[src/rtl/xrf_pkg.sv]
package xrf_pkg;

   typedef enum logic {
      XS_IDLE = 1'b0,
      XS_SEND = 1'b1
   } xs_state_e;

   // width able to hold the values 0..n
   function automatic int unsigned cnt_width(int unsigned n);
      return $clog2(n + 1);
   endfunction

endpackage

[src/rtl/xrf_slot_table.sv]
module xrf_slot_table #(
   parameter int unsigned NSLOT  = 4,
   parameter int unsigned MAXMEM = 4,
   parameter int unsigned ADDR_W = 32,
   parameter int unsigned KEY_W  = 20,
   parameter int unsigned ID_W   = 3,
   parameter int unsigned SLOT_W = 2,
   parameter int unsigned MEM_W  = 2,
   parameter int unsigned CNT_W  = 3
) (
   input  logic                     clk,
   input  logic                     rst_n,
   input  logic                     ins_valid,
   input  logic [SLOT_W-1:0]        ins_slot,
   input  logic [KEY_W-1:0]         ins_key,
   input  logic [CNT_W-1:0]         ins_cnt,
   input  logic [MAXMEM*ADDR_W-1:0] ins_va,
   input  logic [MAXMEM*ID_W-1:0]   ins_id,
   input  logic [KEY_W-1:0]         look_key,
   output logic                     look_hit,
   output logic [SLOT_W-1:0]        look_slot,
   input  logic                     ret_en,
   input  logic [SLOT_W-1:0]        ret_slot,
   input  logic [SLOT_W-1:0]        rd_slot,
   input  logic [MEM_W-1:0]         rd_mem,
   output logic [ADDR_W-1:0]        rd_va,
   output logic [ID_W-1:0]          rd_id,
   output logic [CNT_W-1:0]         rd_cnt,
   output logic [NSLOT-1:0]         busy
);

   logic [NSLOT-1:0]  vld_q;
   logic [KEY_W-1:0]  key_q [NSLOT];
   logic [CNT_W-1:0]  cnt_q [NSLOT];
   logic [ADDR_W-1:0] va_q  [NSLOT][MAXMEM];
   logic [ID_W-1:0]   id_q  [NSLOT][MAXMEM];
   logic [NSLOT-1:0]  match;
   logic              cnt_ok;
   logic              ins_take;

   assign cnt_ok   = (ins_cnt != '0) && (ins_cnt <= CNT_W'(MAXMEM));
   assign ins_take = ins_valid && cnt_ok && !vld_q[ins_slot];

   // occupancy: a retiring slot is always busy, so it never collides with a take
   always_ff @(posedge clk or negedge rst_n) begin
      if (!rst_n) begin
         vld_q <= '0;
      end else begin
         for (int s = 0; s < NSLOT; s++) begin
            if (ret_en && (ret_slot == SLOT_W'(s)))
               vld_q[s] <= 1'b0;
            if (ins_take && (ins_slot == SLOT_W'(s)))
               vld_q[s] <= 1'b1;
         end
      end
   end

   always_ff @(posedge clk) begin
      if (ins_take) begin
         key_q[ins_slot] <= ins_key;
         cnt_q[ins_slot] <= ins_cnt;
         for (int m = 0; m < MAXMEM; m++) begin
            va_q[ins_slot][m] <= ins_va[m*ADDR_W +: ADDR_W];
            id_q[ins_slot][m] <= ins_id[m*ID_W +: ID_W];
         end
      end
   end

   // page-key comparators, one per slot
   for (genvar g = 0; g < NSLOT; g++) begin : g_cmp
      assign match[g] = vld_q[g] && (key_q[g] == look_key);
   end

   // lowest-numbered matching slot wins
   always_comb begin
      look_hit  = |match;
      look_slot = '0;
      for (int s = NSLOT - 1; s >= 0; s--) begin
         if (match[s])
            look_slot = SLOT_W'(s);
      end
   end

   assign rd_va  = va_q[rd_slot][rd_mem];
   assign rd_id  = id_q[rd_slot][rd_mem];
   assign rd_cnt = cnt_q[rd_slot];
   assign busy   = vld_q;

   AST_INSTALL_TAKES: assert property (@(posedge clk) disable iff (!rst_n)
      (ins_valid && !busy[ins_slot] && (ins_cnt != '0) && (ins_cnt <= CNT_W'(MAXMEM)))
      |=> busy[$past(ins_slot)]);

   AST_BUSY_UNTOUCHED: assert property (@(posedge clk) disable iff (!rst_n)
      (ins_valid && busy[ins_slot] && !(ret_en && (ret_slot == ins_slot)))
      |=> (busy[$past(ins_slot)] && (key_q[$past(ins_slot)] == $past(key_q[ins_slot]))
           && (cnt_q[$past(ins_slot)] == $past(cnt_q[ins_slot]))));

   AST_RETIRE_FREES: assert property (@(posedge clk) disable iff (!rst_n)
      ret_en |=> !busy[$past(ret_slot)]);

endmodule

[src/rtl/xrf_pa_merge.sv]
module xrf_pa_merge #(
   parameter int unsigned ADDR_W = 32,
   parameter int unsigned SH_W   = 5
) (
   input  logic [ADDR_W-1:0] base_pa,
   input  logic [SH_W-1:0]   shift,
   input  logic [ADDR_W-1:0] member_va,
   input  logic              first,
   output logic [ADDR_W-1:0] pa
);

   localparam logic [ADDR_W-1:0] ONE = ADDR_W'(1);

   logic [ADDR_W-1:0] off_mask;

   assign off_mask = (ONE << shift) - ONE;

   always_comb begin
      if (first)
         pa = base_pa;
      else
         pa = (base_pa & ~off_mask) | (member_va & off_mask);
   end

endmodule

[src/rtl/xrf_seq.sv]
module xrf_seq
   import xrf_pkg::*;
#(
   parameter int unsigned ADDR_W = 32,
   parameter int unsigned SH_W   = 5,
   parameter int unsigned LVL_W  = 2,
   parameter int unsigned SLOT_W = 2,
   parameter int unsigned MEM_W  = 2,
   parameter int unsigned CNT_W  = 3
) (
   input  logic              clk,
   input  logic              rst_n,
   input  logic              tr_valid,
   output logic              tr_ready,
   input  logic [ADDR_W-1:0] tr_paddr,
   input  logic [SH_W-1:0]   tr_pg_shift,
   input  logic              tr_uncache,
   input  logic [LVL_W-1:0]  tr_hit_lvl,
   input  logic [ADDR_W-1:0] tr_ent_vbase,
   input  logic [ADDR_W-1:0] tr_ent_pbase,
   input  logic              look_hit,
   input  logic [SLOT_W-1:0] look_slot,
   input  logic [CNT_W-1:0]  rd_cnt,
   input  logic              rsp_ready,
   output logic              rsp_valid,
   output logic [SLOT_W-1:0] cur_slot,
   output logic [MEM_W-1:0]  cur_mem,
   output logic              first,
   output logic [ADDR_W-1:0] h_paddr,
   output logic [SH_W-1:0]   h_shift,
   output logic              h_unc,
   output logic [LVL_W-1:0]  h_lvl,
   output logic [ADDR_W-1:0] h_vbase,
   output logic [ADDR_W-1:0] h_pbase,
   output logic              ret_en,
   output logic [SLOT_W-1:0] ret_slot,
   output logic              tr_err
);

   xs_state_e         state_q;
   logic [SLOT_W-1:0] slot_q;
   logic [MEM_W-1:0]  idx_q;
   logic              err_q;
   logic              last;

   assign last = ((CNT_W'(idx_q) + CNT_W'(1)) == rd_cnt);

   always_ff @(posedge clk or negedge rst_n) begin
      if (!rst_n) begin
         state_q <= XS_IDLE;
         slot_q  <= '0;
         idx_q   <= '0;
         err_q   <= 1'b0;
         h_paddr <= '0;
         h_shift <= '0;
         h_unc   <= 1'b0;
         h_lvl   <= '0;
         h_vbase <= '0;
         h_pbase <= '0;
      end else begin
         err_q <= 1'b0;
         case (state_q)
            XS_IDLE: begin
               if (tr_valid) begin
                  if (look_hit) begin
                     state_q <= XS_SEND;
                     slot_q  <= look_slot;
                     idx_q   <= '0;
                     h_paddr <= tr_paddr;
                     h_shift <= tr_pg_shift;
                     h_unc   <= tr_uncache;
                     h_lvl   <= tr_hit_lvl;
                     h_vbase <= tr_ent_vbase;
                     h_pbase <= tr_ent_pbase;
                  end else begin
                     err_q <= 1'b1;
                  end
               end
            end
            XS_SEND: begin
               if (rsp_ready) begin
                  if (last)
                     state_q <= XS_IDLE;
                  else
                     idx_q <= idx_q + MEM_W'(1);
               end
            end
            default: state_q <= XS_IDLE;
         endcase
      end
   end

   assign tr_ready  = (state_q == XS_IDLE);
   assign rsp_valid = (state_q == XS_SEND);
   assign cur_slot  = slot_q;
   assign cur_mem   = idx_q;
   assign first     = (idx_q == '0);
   assign ret_en    = (state_q == XS_SEND) && rsp_ready && last;
   assign ret_slot  = slot_q;
   assign tr_err    = err_q;

   AST_STALL_HOLDS: assert property (@(posedge clk) disable iff (!rst_n)
      (rsp_valid && !rsp_ready) |=> (rsp_valid && $stable(cur_mem) && $stable(cur_slot)));

   AST_READY_RETURNS: assert property (@(posedge clk) disable iff (!rst_n)
      ret_en |=> tr_ready);

   AST_MISS_SILENT: assert property (@(posedge clk) disable iff (!rst_n)
      tr_err |-> (!rsp_valid && tr_ready));

endmodule

[src/rtl/xlat_rsp_fanout.sv]
module xlat_rsp_fanout #(
   parameter int unsigned NSLOT    = 4,
   parameter int unsigned MAXMEM   = 4,
   parameter int unsigned ADDR_W   = 32,
   parameter int unsigned PG_SHIFT = 12,
   parameter int unsigned ID_W     = 3,
   parameter int unsigned LVL_W    = 2,
   localparam int unsigned SLOT_W  = $clog2(NSLOT),
   localparam int unsigned MEM_W   = $clog2(MAXMEM),
   localparam int unsigned CNT_W   = xrf_pkg::cnt_width(MAXMEM),
   localparam int unsigned SH_W    = $clog2(ADDR_W),
   localparam int unsigned KEY_W   = ADDR_W - PG_SHIFT
) (
   input  logic                     clk,
   input  logic                     rst_n,
   input  logic                     ins_valid,
   input  logic [SLOT_W-1:0]        ins_slot,
   input  logic [KEY_W-1:0]         ins_vpage,
   input  logic [CNT_W-1:0]         ins_count,
   input  logic [MAXMEM*ADDR_W-1:0] ins_vaddrs,
   input  logic [MAXMEM*ID_W-1:0]   ins_ids,
   output logic [NSLOT-1:0]         slot_busy,
   input  logic                     tr_valid,
   output logic                     tr_ready,
   input  logic [ADDR_W-1:0]        tr_vaddr,
   input  logic [ADDR_W-1:0]        tr_paddr,
   input  logic [SH_W-1:0]          tr_pg_shift,
   input  logic                     tr_uncache,
   input  logic [LVL_W-1:0]         tr_hit_lvl,
   input  logic [ADDR_W-1:0]        tr_ent_vbase,
   input  logic [ADDR_W-1:0]        tr_ent_pbase,
   output logic                     tr_err,
   output logic                     rsp_valid,
   input  logic                     rsp_ready,
   output logic [ID_W-1:0]          rsp_id,
   output logic [ADDR_W-1:0]        rsp_paddr,
   output logic                     rsp_uncache,
   output logic [LVL_W-1:0]         rsp_hit_lvl,
   output logic [ADDR_W-1:0]        rsp_ent_vbase,
   output logic [ADDR_W-1:0]        rsp_ent_pbase
);

   if (NSLOT < 2 || (1 << SLOT_W) != NSLOT) begin : g_bad_nslot
      $error("NSLOT must be a power of two of at least 2");
   end
   if (MAXMEM < 2 || (1 << MEM_W) != MAXMEM) begin : g_bad_maxmem
      $error("MAXMEM must be a power of two of at least 2");
   end
   if (PG_SHIFT < 1 || PG_SHIFT >= ADDR_W) begin : g_bad_shift
      $error("PG_SHIFT must lie inside the address");
   end

   logic              look_hit;
   logic [SLOT_W-1:0] look_slot;
   logic              ret_en;
   logic [SLOT_W-1:0] ret_slot;
   logic [SLOT_W-1:0] cur_slot;
   logic [MEM_W-1:0]  cur_mem;
   logic [ADDR_W-1:0] rd_va;
   logic [CNT_W-1:0]  rd_cnt;
   logic              first;
   logic [ADDR_W-1:0] h_paddr;
   logic [SH_W-1:0]   h_shift;

   xrf_slot_table #(
      .NSLOT(NSLOT), .MAXMEM(MAXMEM), .ADDR_W(ADDR_W), .KEY_W(KEY_W), .ID_W(ID_W),
      .SLOT_W(SLOT_W), .MEM_W(MEM_W), .CNT_W(CNT_W)
   ) u_table (
      .clk       (clk),
      .rst_n     (rst_n),
      .ins_valid (ins_valid),
      .ins_slot  (ins_slot),
      .ins_key   (ins_vpage),
      .ins_cnt   (ins_count),
      .ins_va    (ins_vaddrs),
      .ins_id    (ins_ids),
      .look_key  (tr_vaddr[ADDR_W-1:PG_SHIFT]),
      .look_hit  (look_hit),
      .look_slot (look_slot),
      .ret_en    (ret_en),
      .ret_slot  (ret_slot),
      .rd_slot   (cur_slot),
      .rd_mem    (cur_mem),
      .rd_va     (rd_va),
      .rd_id     (rsp_id),
      .rd_cnt    (rd_cnt),
      .busy      (slot_busy)
   );

   xrf_seq #(
      .ADDR_W(ADDR_W), .SH_W(SH_W), .LVL_W(LVL_W),
      .SLOT_W(SLOT_W), .MEM_W(MEM_W), .CNT_W(CNT_W)
   ) u_seq (
      .clk          (clk),
      .rst_n        (rst_n),
      .tr_valid     (tr_valid),
      .tr_ready     (tr_ready),
      .tr_paddr     (tr_paddr),
      .tr_pg_shift  (tr_pg_shift),
      .tr_uncache   (tr_uncache),
      .tr_hit_lvl   (tr_hit_lvl),
      .tr_ent_vbase (tr_ent_vbase),
      .tr_ent_pbase (tr_ent_pbase),
      .look_hit     (look_hit),
      .look_slot    (look_slot),
      .rd_cnt       (rd_cnt),
      .rsp_ready    (rsp_ready),
      .rsp_valid    (rsp_valid),
      .cur_slot     (cur_slot),
      .cur_mem      (cur_mem),
      .first        (first),
      .h_paddr      (h_paddr),
      .h_shift      (h_shift),
      .h_unc        (rsp_uncache),
      .h_lvl        (rsp_hit_lvl),
      .h_vbase      (rsp_ent_vbase),
      .h_pbase      (rsp_ent_pbase),
      .ret_en       (ret_en),
      .ret_slot     (ret_slot),
      .tr_err       (tr_err)
   );

   xrf_pa_merge #(
      .ADDR_W(ADDR_W), .SH_W(SH_W)
   ) u_merge (
      .base_pa   (h_paddr),
      .shift     (h_shift),
      .member_va (rd_va),
      .first     (first),
      .pa        (rsp_paddr)
   );

endmodule

[config.mk]
export PLATFORM = sky130hd
export DESIGN_NAME = xlat_rsp_fanout
export DESIGN_NICKNAME = d
export VERILOG_FILES = /design/src/rtl/xrf_pkg.sv /design/src/rtl/xrf_slot_table.sv /design/src/rtl/xrf_pa_merge.sv /design/src/rtl/xrf_seq.sv /design/src/rtl/xlat_rsp_fanout.sv
export SDC_FILE = /design/constraint.sdc
export NUM_CORES = 1
export LEC_CHECK = 0
export CAP_MARGIN = 10
export CORE_MARGIN = 2
export CORE_UTILIZATION = 45
export DETAILED_ROUTE_END_ITERATION = 8
export GPL_TIMING_DRIVEN = 0
export HOLD_SLACK_MARGIN = 0.06
export PLACE_DENSITY = 0.7
export SLEW_MARGIN = 20
export SYNTH_ARGS = -nofsm -noshare
export SYNTH_HDL_FRONTEND = slang
export SYNTH_SLANG_ARGS = --single-unit
[constraint.sdc]
create_clock -name clk -period 16.6 [get_ports clk]
set_input_delay 4.98 -clock clk [delete_from_list [all_inputs] [get_ports clk]]
set_output_delay 4.98 -clock clk [all_outputs]
set_load 0.05 [all_outputs]
==> parameters.txt <==
Parameter                              Value

Yosys
  Synth Flop Type ... sky130_fd_sc_hd__edfxtp_1
  Total of flip-flops plus latches after synthesis ... 750
  Total nets after synthesis ... 1701
  Share of the yosys chip area belonging to registers ... 74.5%
  Number of enable-type register cells in the synthesized netlist ... 636
  Number of synthesis warnings ... 0
  Post-synth ARST share ... 15.2%
  Area share of the leading cell type in the synthesized netlist ... 64.8%
  Top area cells in the synthesized netlist ... sky130_fd_sc_hd__edfxtp_1 (65%), sky130_fd_sc_hd__mux4_2 (13%), sky130_fd_sc_hd__dfrtp_1 (9.7%)
  Distinct cells, synth ... 47
  Synth Cell Area ... 29500 um2
  Number of standard cells after synthesis ... 1392
  Post-synthesis cell type with the largest combined area ... sky130_fd_sc_hd__edfxtp_1
  Synthesized area per cell ... 21.2 um2

Cells and area
  Final design instance area without fill ... 38000 um2
  P&R area growth vs syn ... 28.9%
  Fin nets ... 2247
  Fraction of layout instances using a drive strength above 1 ... 23.8%
  Core occupancy in the finished layout ... 58.8%

Min path
  Launch point of the worst hold path ... u_seq.h_vbase[13]$_DFFE_PN0P_
  Type of the worst min-delay path ... reg2reg

Clock network
  Clock latency on the worst-skew pair ... 0.62 ns
  Max clock buf depth ... 3
  TritonCTS clock tree ... yes
  Number of H-tree levels ... 3
  Number of buffers added to fix hold violations after cts ... 0
  Clock buffers created by TritonCTS ... 78
  Root buffer cell ... sky130_fd_sc_hd__clkbuf_16
  Number of cells upsized or downsized after cts ... 0
  Number of sinks driven by the clock tree ... 750
  CTS clock-pin slew for the worst setup and hold paths ... 0.06 ns
  Post-CTS setup buffers ... 0

Die
  Site row count ... 93
  Area of the core region ... 64600 um2
  Die Wd ... 260 um
  Die Y-Extent ... 260 um
  Initial cell density of the core ... 45.6%
  Die area ... 67500 um2
  I/O pin count ... 415

Global routing
  Maximum number of pins on one net before global-route repair ... 76
  Total global-route track usage ... 21.6%
  Overall overflow remaining after global route ... 0
  Number of global-route vias before repair ... 16400
  First-pass GRT wire length ... 106 mm
  Antenna violations before repair ... 11

STA
  Setup Viol. Count Final ... 0
  Maximum operating frequency ... 0.0958 GHz
  Worst path setup slack after routing ... 6.17 ns
  Hold Fails Final Rpt ... 0
  Count of final max-slew check failures ... 0
  Setup clock skew after layout ... 0.0130 ns
  Slew at the pin closest to its max-slew limit ... 0.989 ns
  Final critical-path required period ... 10.43 ns
  Worst slack on hold paths ... 0.483 ns
  Remaining max-slew budget at the tightest pin ... 34.1%
  Final cycle utilization of the critical path ... 62.9%
  RSZ-0062 raised after global routing ... false

Routing
  Final wirelength ... 72.8 mm
  Drt first pass iters ... 7
  Total via count after detailed routing ... 15500
  Number of vias per cell ... 5.43
  Violation count after the first detailed-routing iteration ... 1121
  Antenna Nets Post-Route ... 0
  Avg WL per Cell ... 25.4 um
  Drt drc ... 0

Critical path
  Crit path launch ... u_seq.cur_mem[0]$_DFFE_PN0P_
  Data arrival, critical path ... 5.45 ns
  Worst setup EP type ... primary output
  Critical Path Start Type ... register
  WS Path Type ... reg2out
  Highest fanout seen on the critical path ... 10
  Reg2reg start ... u_seq.cur_mem[0]$_DFFE_PN0P_
  CP Data Required Time ... 11.62 ns

Pwr
  Highest ir drop seen on vdd ... 0.0737 mV
  Leak ... 13.2 nW
  Power Density ... 105 nW/um2

Place
  Final weighted congestion of routability-driven global placement ... 0.893
  Placed standard-cell area ... 35400 um2
  Count of input and output buffers ... 398
  Sum of net half-perimeters after detailed placement ... 52.3 mm
  Setup Slack @ Placement ... 6.56 ns

Run
  Count of max-cap constraint violations ... 0

Run status
  Run status ... finished, final reports clean
==> final timing paths <==
path,end,slack (ns),cells after the start
max,rsp_paddr[29],6.17,9
min,u_seq.h_vbase[13]$_DFFE_PN0P_,0.48,1
max reg2reg,u_table.busy[2]$_DFFE_PN0P_,13.04,9
min reg2reg,u_seq.h_vbase[13]$_DFFE_PN0P_,0.48,1
max in group asynchronous,u_seq.h_paddr[23]$_DFFE_PN0P_,11.55,2
min in group asynchronous,u_seq.h_pbase[7]$_DFFE_PN0P_,4.29,1
==> cell usage after synthesis, types with 2 or more instances <==
library cell and number:
sky130_fd_sc_hd__buf_1 6, sky130_fd_sc_hd__clkbuf_1 36, sky130_fd_sc_hd__or2_1 2, sky130_fd_sc_hd__a22oi_1 2, sky130_fd_sc_hd__nor4_1 11, sky130_fd_sc_hd__mux2_1 49, sky130_fd_sc_hd__inv_1 5, sky130_fd_sc_hd__mux2i_1 2
sky130_fd_sc_hd__nand4_1 17, sky130_fd_sc_hd__nor3b_1 4, sky130_fd_sc_hd__o21a_1 3, sky130_fd_sc_hd__nand3b_1 3, sky130_fd_sc_hd__buf_2 19, sky130_fd_sc_hd__nor2_1 33, sky130_fd_sc_hd__and2_1 2, sky130_fd_sc_hd__edfxtp_1 636
sky130_fd_sc_hd__a32oi_1 2, sky130_fd_sc_hd__xor2_1 34, sky130_fd_sc_hd__a31oi_1 2, sky130_fd_sc_hd__a21oi_1 16, sky130_fd_sc_hd__xnor2_1 51, sky130_fd_sc_hd__mux4_2 173, sky130_fd_sc_hd__nand2_1 21, sky130_fd_sc_hd__mux2_2 87
sky130_fd_sc_hd__buf_6 5, sky130_fd_sc_hd__o21ai_0 13, sky130_fd_sc_hd__nand3_1 7, sky130_fd_sc_hd__ha_1 3, sky130_fd_sc_hd__nor3_1 8, sky130_fd_sc_hd__dfrtp_1 114, sky130_fd_sc_hd__nor2b_1 4, sky130_fd_sc_hd__a21o_1 5
sky130_fd_sc_hd__o31ai_1 3
==> critical path, stage by stage (launching register included) <==
cell and delay [ns]:
sky130_fd_sc_hd__dfrtp_1 0.35, sky130_fd_sc_hd__clkbuf_1 0.70, sky130_fd_sc_hd__clkbuf_1 0.68, sky130_fd_sc_hd__inv_1 0.21
sky130_fd_sc_hd__ha_1 0.41, sky130_fd_sc_hd__nor2_1 0.70, sky130_fd_sc_hd__nand2_1 0.38, sky130_fd_sc_hd__nor2_1 0.25
sky130_fd_sc_hd__mux2_2 0.36, sky130_fd_sc_hd__clkdlybuf4s50_1 0.79
==> power breakdown <==
part           switching (mW)  leakage [nW]  internal, mW
Clock                   0.704          1.24          1.00
Combinational          0.0913          4.68        0.0996
Sequential             0.0157          7.30          2.09
Total                   0.811          13.2          3.19
==> stage by stage <==
stage | std cells | power [mW] | setup TNS (ns)
4_1_cts | 2859 | 4.04 | 0
3_5_place_dp | 2713 | 2.33 | 0
2_1_floorplan | 1392 | 2.20 | 0
6_report | 2861 | 4.00 | 0
5_1_grt | 2861 | 4.11 | 0
3_3_place_gp | 2645 | 2.33 | -2377.13
==> per-layer routing <==
metal | share of wire [%] | GRT usage, % | vias to the layer above
met3 | 6.9 | 4.57 | 106
met4 | 2.1 | 6.42 | 10
met5 | 0.088 | 0 | -
met1 | 40 | 27.7 | 8047
met2 | 51 | 37.1 | 597
li1 | - | - | 6786
==> sequential cells by signal (all words and copies together), names as in the netlist, 5 cells and up <==
| register | flops |
|---|---|
| u_table.va_q | 496 |
| u_table.key_q | 80 |
| u_table.id_q | 48 |
| u_seq.h_paddr | 32 |
| u_seq.h_pbase | 32 |
| u_seq.h_vbase | 32 |
| u_table.cnt_q | 12 |
| u_seq.h_shift | 5 |
==> kinds of logic (layout without fill, tap and decap cells) <==
group	after synthesis	in the layout	synth area share [%]
AOI/OAI and AO/OA	55	55	1.22
xor gates and xnor gates	85	85	2.53
adders and majority gates	3	3	0.127
buffers and inverters	73	685	1.15
DFF	750	750	74.5
muxes	311	311	18.5
other	0	2	0
and+or+nand+nor	115	115	1.96
==> cells in the final DEF, fill, tap and decap left out, types with 10 or more instances in the layout <==
master,n
sky130_fd_sc_hd__edfxtp_1,636
sky130_fd_sc_hd__clkdlybuf4s50_1,397
sky130_fd_sc_hd__mux4_2,173
sky130_fd_sc_hd__dfrtp_1,114
sky130_fd_sc_hd__mux2_2,87
sky130_fd_sc_hd__clkbuf_16,82
sky130_fd_sc_hd__clkbuf_1,55
sky130_fd_sc_hd__xnor2_1,51
sky130_fd_sc_hd__mux2_1,49
sky130_fd_sc_hd__buf_6,36
sky130_fd_sc_hd__xor2_1,34
sky130_fd_sc_hd__nor2_1,33
sky130_fd_sc_hd__buf_8,24
sky130_fd_sc_hd__buf_2,21
sky130_fd_sc_hd__nand2_1,21
sky130_fd_sc_hd__nand4_1,17
sky130_fd_sc_hd__a21oi_1,16
sky130_fd_sc_hd__clkinv_1,16
sky130_fd_sc_hd__clkinv_2,14
sky130_fd_sc_hd__o21ai_0,13
sky130_fd_sc_hd__buf_4,11
sky130_fd_sc_hd__nor4_1,10
==> layout make-up <==
type	count	area, um2
fillers	4755	26600
flip-flops and latches	750	22000
multi-input cells	569	7220
repair buffers	466	4870
clock buffers	105	2180
well taps	855	1070
clock inverters	41	337
plain buffers	67	322
inverters	6	22.5
diodes	2	5.00
(Power assumes the default switching activity.)
